**config.mk**
```make
export PLATFORM = sky130hd
export DESIGN_NAME = cmdbuf_status_engine
export DESIGN_NICKNAME = d
export VERILOG_FILES = /design/src/rtl/cmdbuf_status_engine.sv
export SDC_FILE = /design/constraint.sdc
export NUM_CORES = 1
export LEC_CHECK = 0
export BUFFER_PORTS_ARGS = -buffer_cell sky130_fd_sc_hd__buf_2
export CELL_PAD_IN_SITES_DETAIL_PLACEMENT = 0
export CELL_PAD_IN_SITES_GLOBAL_PLACEMENT = 1
export CORE_ASPECT_RATIO = 1.2
export CORE_UTILIZATION = 55
export CTS_CLUSTER_SIZE = 24
export DETAILED_ROUTE_END_ITERATION = 8
export GPL_ROUTABILITY_DRIVEN = 0
export GPL_TIMING_DRIVEN = 0
export PLACE_DENSITY_LB_ADDON = 0.3
export SYNTH_ARGS = -nofsm -noshare
export SYNTH_HDL_FRONTEND = slang
export SYNTH_SLANG_ARGS = --single-unit
export TNS_END_PERCENT = 30
```
**constraint.sdc**
```tcl
create_clock -name clk -period 5.6 [get_ports clk]
set_input_delay 0.56 -clock clk [delete_from_list [all_inputs] [get_ports clk]]
set_output_delay 0.56 -clock clk [all_outputs]
set_load 0.01 [all_outputs]
```
**src/rtl/cmdbuf_status_engine.sv**
```systemverilog
module cmdbuf_status_engine #(
  parameter int DEPTH   = 64,
  parameter int LATENCY = 8,
  parameter int LOC     = 0,
  parameter int AW      = 16
) (
  input  logic          clk,
  input  logic          rst_n,
  input  logic          wr_en,
  input  logic          rd_en,
  input  logic [AW-1:0] addr,
  input  logic [7:0]    wdata,
  output logic [7:0]    rdata,
  output logic          fifo_drop
);
  localparam int HDR = 10;
  localparam int CW  = $clog2(DEPTH + 1);
  localparam int PW  = $clog2(DEPTH);
  localparam int LW  = (LATENCY > 1) ? $clog2(LATENCY) : 1;

  typedef enum logic [2:0] {S_IDLE, S_READY, S_RECV, S_EXEC, S_RESP} st_t;

  st_t           state;
  logic [CW-1:0] cnt, rptr, len;
  logic          len_ok, touched;
  logic [23:0]   hdr;
  logic [LW-1:0] ecnt;
  logic [7:0]    mem [DEPTH];

  logic hit_loc, sel_sts, sel_b0, sel_b1, sel_fifo;
  logic fifo_wr, fifo_rd, sts_wr, accept, expect_f, avail_f, bad_len, go_ok;
  logic [31:0] full_len;
  logic [15:0] burst;
  logic [7:0]  sts, resp_byte;

  assign hit_loc  = addr[AW-1:12] == (AW-12)'(LOC);
  assign sel_sts  = hit_loc && addr[11:0] == 12'h018;
  assign sel_b0   = hit_loc && addr[11:0] == 12'h019;
  assign sel_b1   = hit_loc && addr[11:0] == 12'h01A;
  assign sel_fifo = hit_loc && addr[11:0] == 12'h024;

  assign fifo_wr = wr_en && sel_fifo;
  assign fifo_rd = rd_en && sel_fifo;
  assign sts_wr  = wr_en && sel_sts;

  assign expect_f = (state == S_READY) || (state == S_RECV && (!len_ok || cnt != len));
  assign accept   = expect_f;
  assign avail_f  = (state == S_RESP) && (rptr != len);
  assign full_len = {hdr, wdata};
  assign bad_len  = (full_len < 32'(HDR)) || (full_len > 32'(DEPTH));
  assign go_ok    = (state == S_RECV) && len_ok && (cnt == len);

  always_comb begin
    case (state)
      S_READY: burst = 16'(DEPTH);
      S_RECV:  burst = len_ok ? 16'(len - cnt) : 16'(CW'(DEPTH) - cnt);
      S_RESP:  burst = 16'(len - rptr);
      default: burst = 16'd0;
    endcase
  end

  assign sts = {~touched, state == S_READY, 1'b0, avail_f, expect_f, 3'b000};

  assign resp_byte = (rptr >= CW'(6) && rptr < CW'(HDR)) ? 8'h00 : mem[rptr[PW-1:0]];

  always_comb begin
    if (sel_sts)                  rdata = sts;
    else if (sel_b0)              rdata = burst[7:0];
    else if (sel_b1)              rdata = burst[15:8];
    else if (sel_fifo && avail_f) rdata = resp_byte;
    else                          rdata = 8'hFF;
  end

  always_ff @(posedge clk) begin
    if (fifo_wr && accept) mem[cnt[PW-1:0]] <= wdata;
  end

  always_ff @(posedge clk) begin
    if (!rst_n) begin
      state     <= S_IDLE;
      cnt       <= '0;
      rptr      <= '0;
      len       <= '0;
      len_ok    <= 1'b0;
      hdr       <= '0;
      ecnt      <= '0;
      touched   <= 1'b0;
      fifo_drop <= 1'b0;
    end else begin
      touched   <= fifo_wr || fifo_rd;
      fifo_drop <= fifo_wr && !accept;
      if (sts_wr && wdata[6]) begin
        state  <= S_READY;
        cnt    <= '0;
        rptr   <= '0;
        len_ok <= 1'b0;
      end else begin
        case (state)
          S_READY, S_RECV: begin
            if (fifo_wr && accept) begin
              cnt   <= cnt + 1'b1;
              state <= S_RECV;
              if (cnt >= CW'(2) && cnt <= CW'(4)) hdr <= {hdr[15:0], wdata};
              if (cnt == CW'(5)) begin
                if (bad_len) begin
                  state <= S_READY;
                  cnt   <= '0;
                end else begin
                  len_ok <= 1'b1;
                  len    <= full_len[CW-1:0];
                end
              end
            end else if (sts_wr && wdata[5] && go_ok) begin
              state <= S_EXEC;
              ecnt  <= LW'(LATENCY - 1);
              rptr  <= '0;
            end
          end
          S_EXEC: begin
            if (ecnt == '0) state <= S_RESP;
            else            ecnt  <= ecnt - 1'b1;
          end
          S_RESP: begin
            if (fifo_rd && avail_f) rptr <= rptr + 1'b1;
          end
          default: ;
        endcase
      end
    end
  end
endmodule

```
==> metrics.csv <==
stage,metric,value,unit
flow_run,maxCapViolCount,0,
pwr,combPwrFrac,0.011,
global_route,antenna_found_initial,0,
timing,max_clock_freq,205,MHz
clock_network,cts.repair.resized,0,
synthesis,yosysTopAreaCell,edfxtp_1,
synthesis,syn-instance-count,1352,
worst_setup_path,worstReg2RegEnd,mem[35][6]$_DFFE_PP_,
worst_setup_path,cp_slowest_stage_delay,880,ps
timing,final.setup_skew,28.6,ps
synthesis,synth-edff-count,512,
global_route,grt_pass1_wl,88.6,mm
synthesis,yosysUniqueCellTypes,70,
timing,worst_slew_pin_slew,1430,ps
global_route,grt_pass1_vias,13200,
global_route,grt_max_degree,72,
synthesis,ys_ff_latch,572,
route,via_per_inst,6.45,
status,status,completed,
pwr,switching_share,0.200,
route,wl_per_cell,30.1,um
route,finalWirelength,61.4,mm
clock_network,cts_setup_buffers,0,
worst_setup_path,crit_slowest_cell,a2111oi_0,
worst_setup_path,required,5040,ps
route,via_count,13200,
clock_network,insertion_delay,600,ps
clock_network,ctsHoldBuffers,0,
clock_network,h-tree-depth,2,
floorplan,start_util,0.556,
cells_and_area,syn_to_final_growth,11.1,%
worst_setup_path,worst-setup-path-type,reg2out,
pwr,leakagePower,0.00848,uW
worst_setup_path,critPathCaptureType,output pin,
timing,fin_crit,4870,ps
worst_setup_path,cp_cell_sequence,"buf_6, buf_6, buf_6, buf_4, nor2b_1, a22oi_1, nand3_1, a21boi_0, a2111oi_0, o32ai_1, buf_2",
pwr,power.internal,6700,uW
synthesis,synth_flop_cell,edfxtp_1,
placement,dpl.hpwl,40.1,mm
floorplan,rows,83,
synthesis,ys_top_cells_by_count,"edfxtp_1, mux4_2, nor2_1",
worst_setup_path,startpoint_type,flip-flop,
cells_and_area,utilization,0.618,
placement,io_buffers,35,
hold_path,hold_path_class,in2reg,
cells_and_area,final_cells,2039,
synthesis,ys_seq_area_frac,0.696,
pwr,pwr-share-seq,0.555,
floorplan,core_area,0.0428,sq mm
synthesis,yosysWarnings,0,
route,drc,0,
clock_network,root_buffer,clkbuf_16,
timing,fin_crit_sh,0.870,
timing,relSlewSlack,0.0448,
floorplan,die_w,192,um
synthesis,avgSynthCellArea,17.6,sq um
floorplan,dieArea,0.0441,sq mm
global_route,globalRouteTotalUtil,0.287,
hold_path,hold_path_end,touched$_SDFF_PN0_,
cells_and_area,nets,1497,
clock_network,numClockSinks,572,
timing,finalMaxSlewViolations,0,
worst_setup_path,timing.rr.start,cnt[5]$_SDFFE_PP0P_,
worst_setup_path,path_common_cell,buf_6,
global_route,grt-ovfl-total,0,
worst_setup_path,critPathArrivalTime,4310,ps
pwr,power_density,316,mW/mm^2
worst_setup_path,regToRegSetupSlack,1120,ps
timing,tns,0,ps
floorplan,ios,37,
hold_path,min_path_cells,2,
synthesis,synth_nets,1404,
cells_and_area,drive_gt1_frac,0.210,
worst_setup_path,cp_max_fo,10,
pwr,p_sw,1670,uW
synthesis,synth.most_common_cell,edfxtp_1,
synthesis,yosys-top-cells-area,"edfxtp_1, mux4_2, dfxtp_1",
timing,setup_viol,0,
synthesis,synth_area,0.0238,sq mm
clock_network,numCtsBuffers,54,
timing,hold_violations,0,
clock_network,path_clk_slew,70,ps
synthesis,post-synth-top-area-fraction,0.646,
synthesis,synth-async-reset-ratio,0,
route,dr.pass1.iters,7,
clock_network,cts_tree,done,
cells_and_area,diodes,0,
route,ant_nets,0,
clock_network,clockBufferDepth,3,
placement,dp_cells,1940,
pwr,clockPowerShare,0.434,
pwr,ir_drop,0.339,mV
timing,rsz0062_at_grt,false,
hold_path,worstHoldStart,rd_en,
floorplan,die_h,230,um
route,drtIter0Drc,1272,
worst_setup_path,ff2ff_path_depth,10,
-- through the flow --
stage / power [uW] / hold slack [ps] / setup slack (ps) / area (sq um)
after floorplan: 4750 / 472 / 2560 / 23800
after global placement: 4820 / 488 / 1330 / 24700
after detailed placement: 4830 / 486 / 1280 / 24700
after CTS: 8390 / 272 / 841 / 26400
after global routing: 8540 / 289 / 781 / 26400
final: 8370 / 286 / 728 / 26400
-- per-layer routing --
metal	track usage	share of wire	wire, um	up-vias
li1	-	-	-	5626
met1	0.384	0.39	23900	6752
met2	0.463	0.49	29900	638
met3	0.0560	0.083	5070	138
met4	0.116	0.042	2580	0
met5	0	0	0	-
-- sequential cells by signal, indices dropped and copies added (netlist names), named ones only --
signal and cells:
mem 512, hdr 24, cnt 7, len 7, rptr 7, ecnt 3
state 3, fifo_drop 1, len_ok 1, touched 1
-- worst max-delay path by stage --
stage | end | slack, ps | cells past startpoint
2_1_floorplan | rdata[3] | 2560 | 10
3_3_place_gp | mem[35][3]$_DFFE_PP_ | 1330 | 10
3_5_place_dp | mem[59][3]$_DFFE_PP_ | 1280 | 10
4_1_cts | rdata[6] | 840 | 11
5_1_grt | rdata[6] | 780 | 11
6_report | rdata[6] | 730 | 11
-- critical path: cells and delay by family, from the launching register on --
kind                   cells  cell delay (ps)
and+or+nand+nor            2              840
buffers and inverters      5              990
AOI/OAI and AO/OA          4             1570
DFF                        1              310
-- power groups by stage --
stage | Sequential [uW] | Combinational, uW | Clock, uW
after floorplan | 4730 | 12.5 | 0
after global placement | 4730 | 87.1 | 0
after detailed placement | 4740 | 93.7 | 0
after CTS | 4640 | 93.5 | 3660
after global routing | 4640 | 103 | 3800
final | 4640 | 95.3 | 3630
-- layout make-up --
class,instances,area [sq um]
Buffer,67,374
Clock buffer,67,1420
Clock inverter,31,319
Fill cell,3082,16300
Inverter,29,109
Multi-Input combinational cell,684,6750
Sequential cell,572,16600
Tap cell,552,691
Timing Repair Buffer,37,203
-- cells by family after synthesis --
logic type | synth area share
xor gates and xnor gates | 0.00625
and+or+nand+nor | 0.0655
AOI/OAI and AO/OA | 0.0474
muxes | 0.151
buffers and inverters | 0.0203
adders and majority gates | 0.0132
DFF | 0.696
-- cell usage in the layout, fill, tap and decap left out, types with 4 or more instances in the layout --
cell type | netlist | routed
a2111oi_0 | 4 | 4
a211oi_1 | 8 | 8
or3b_2 | 5 | 5
and3_1 | 8 | 8
mux2i_1 | 60 | 60
a21oi_1 | 21 | 21
nor3_1 | 7 | 7
o211a_1 | 5 | 5
clkbuf_1 | 27 | 39
nand2b_1 | 7 | 7
buf_6 | 8 | 8
o211ai_1 | 4 | 4
buf_2 | 20 | 55
nor2_1 | 107 | 107
nand3_1 | 24 | 24
clkinvlp_4 | 0 | 5
edfxtp_1 | 512 | 512
inv_1 | 27 | 27
a21o_1 | 7 | 7
a221oi_1 | 10 | 10
nand4_1 | 15 | 15
or3_1 | 4 | 4
a31oi_1 | 4 | 4
dfxtp_1 | 60 | 60
clkbuf_16 | 0 | 55
xnor2_1 | 16 | 16
nand2_1 | 48 | 48
a22oi_1 | 28 | 28
nor4_1 | 10 | 10
o21ai_0 | 16 | 16
clkinv_2 | 0 | 14
bufinv_16 | 0 | 5
ha_1 | 22 | 22
and2_1 | 4 | 4
mux4_2 | 132 | 132
clkinv_1 | 1 | 4
nor2b_1 | 41 | 41
buf_4 | 10 | 11
o21a_1 | 4 | 4
(Power assumes the default switching activity.)
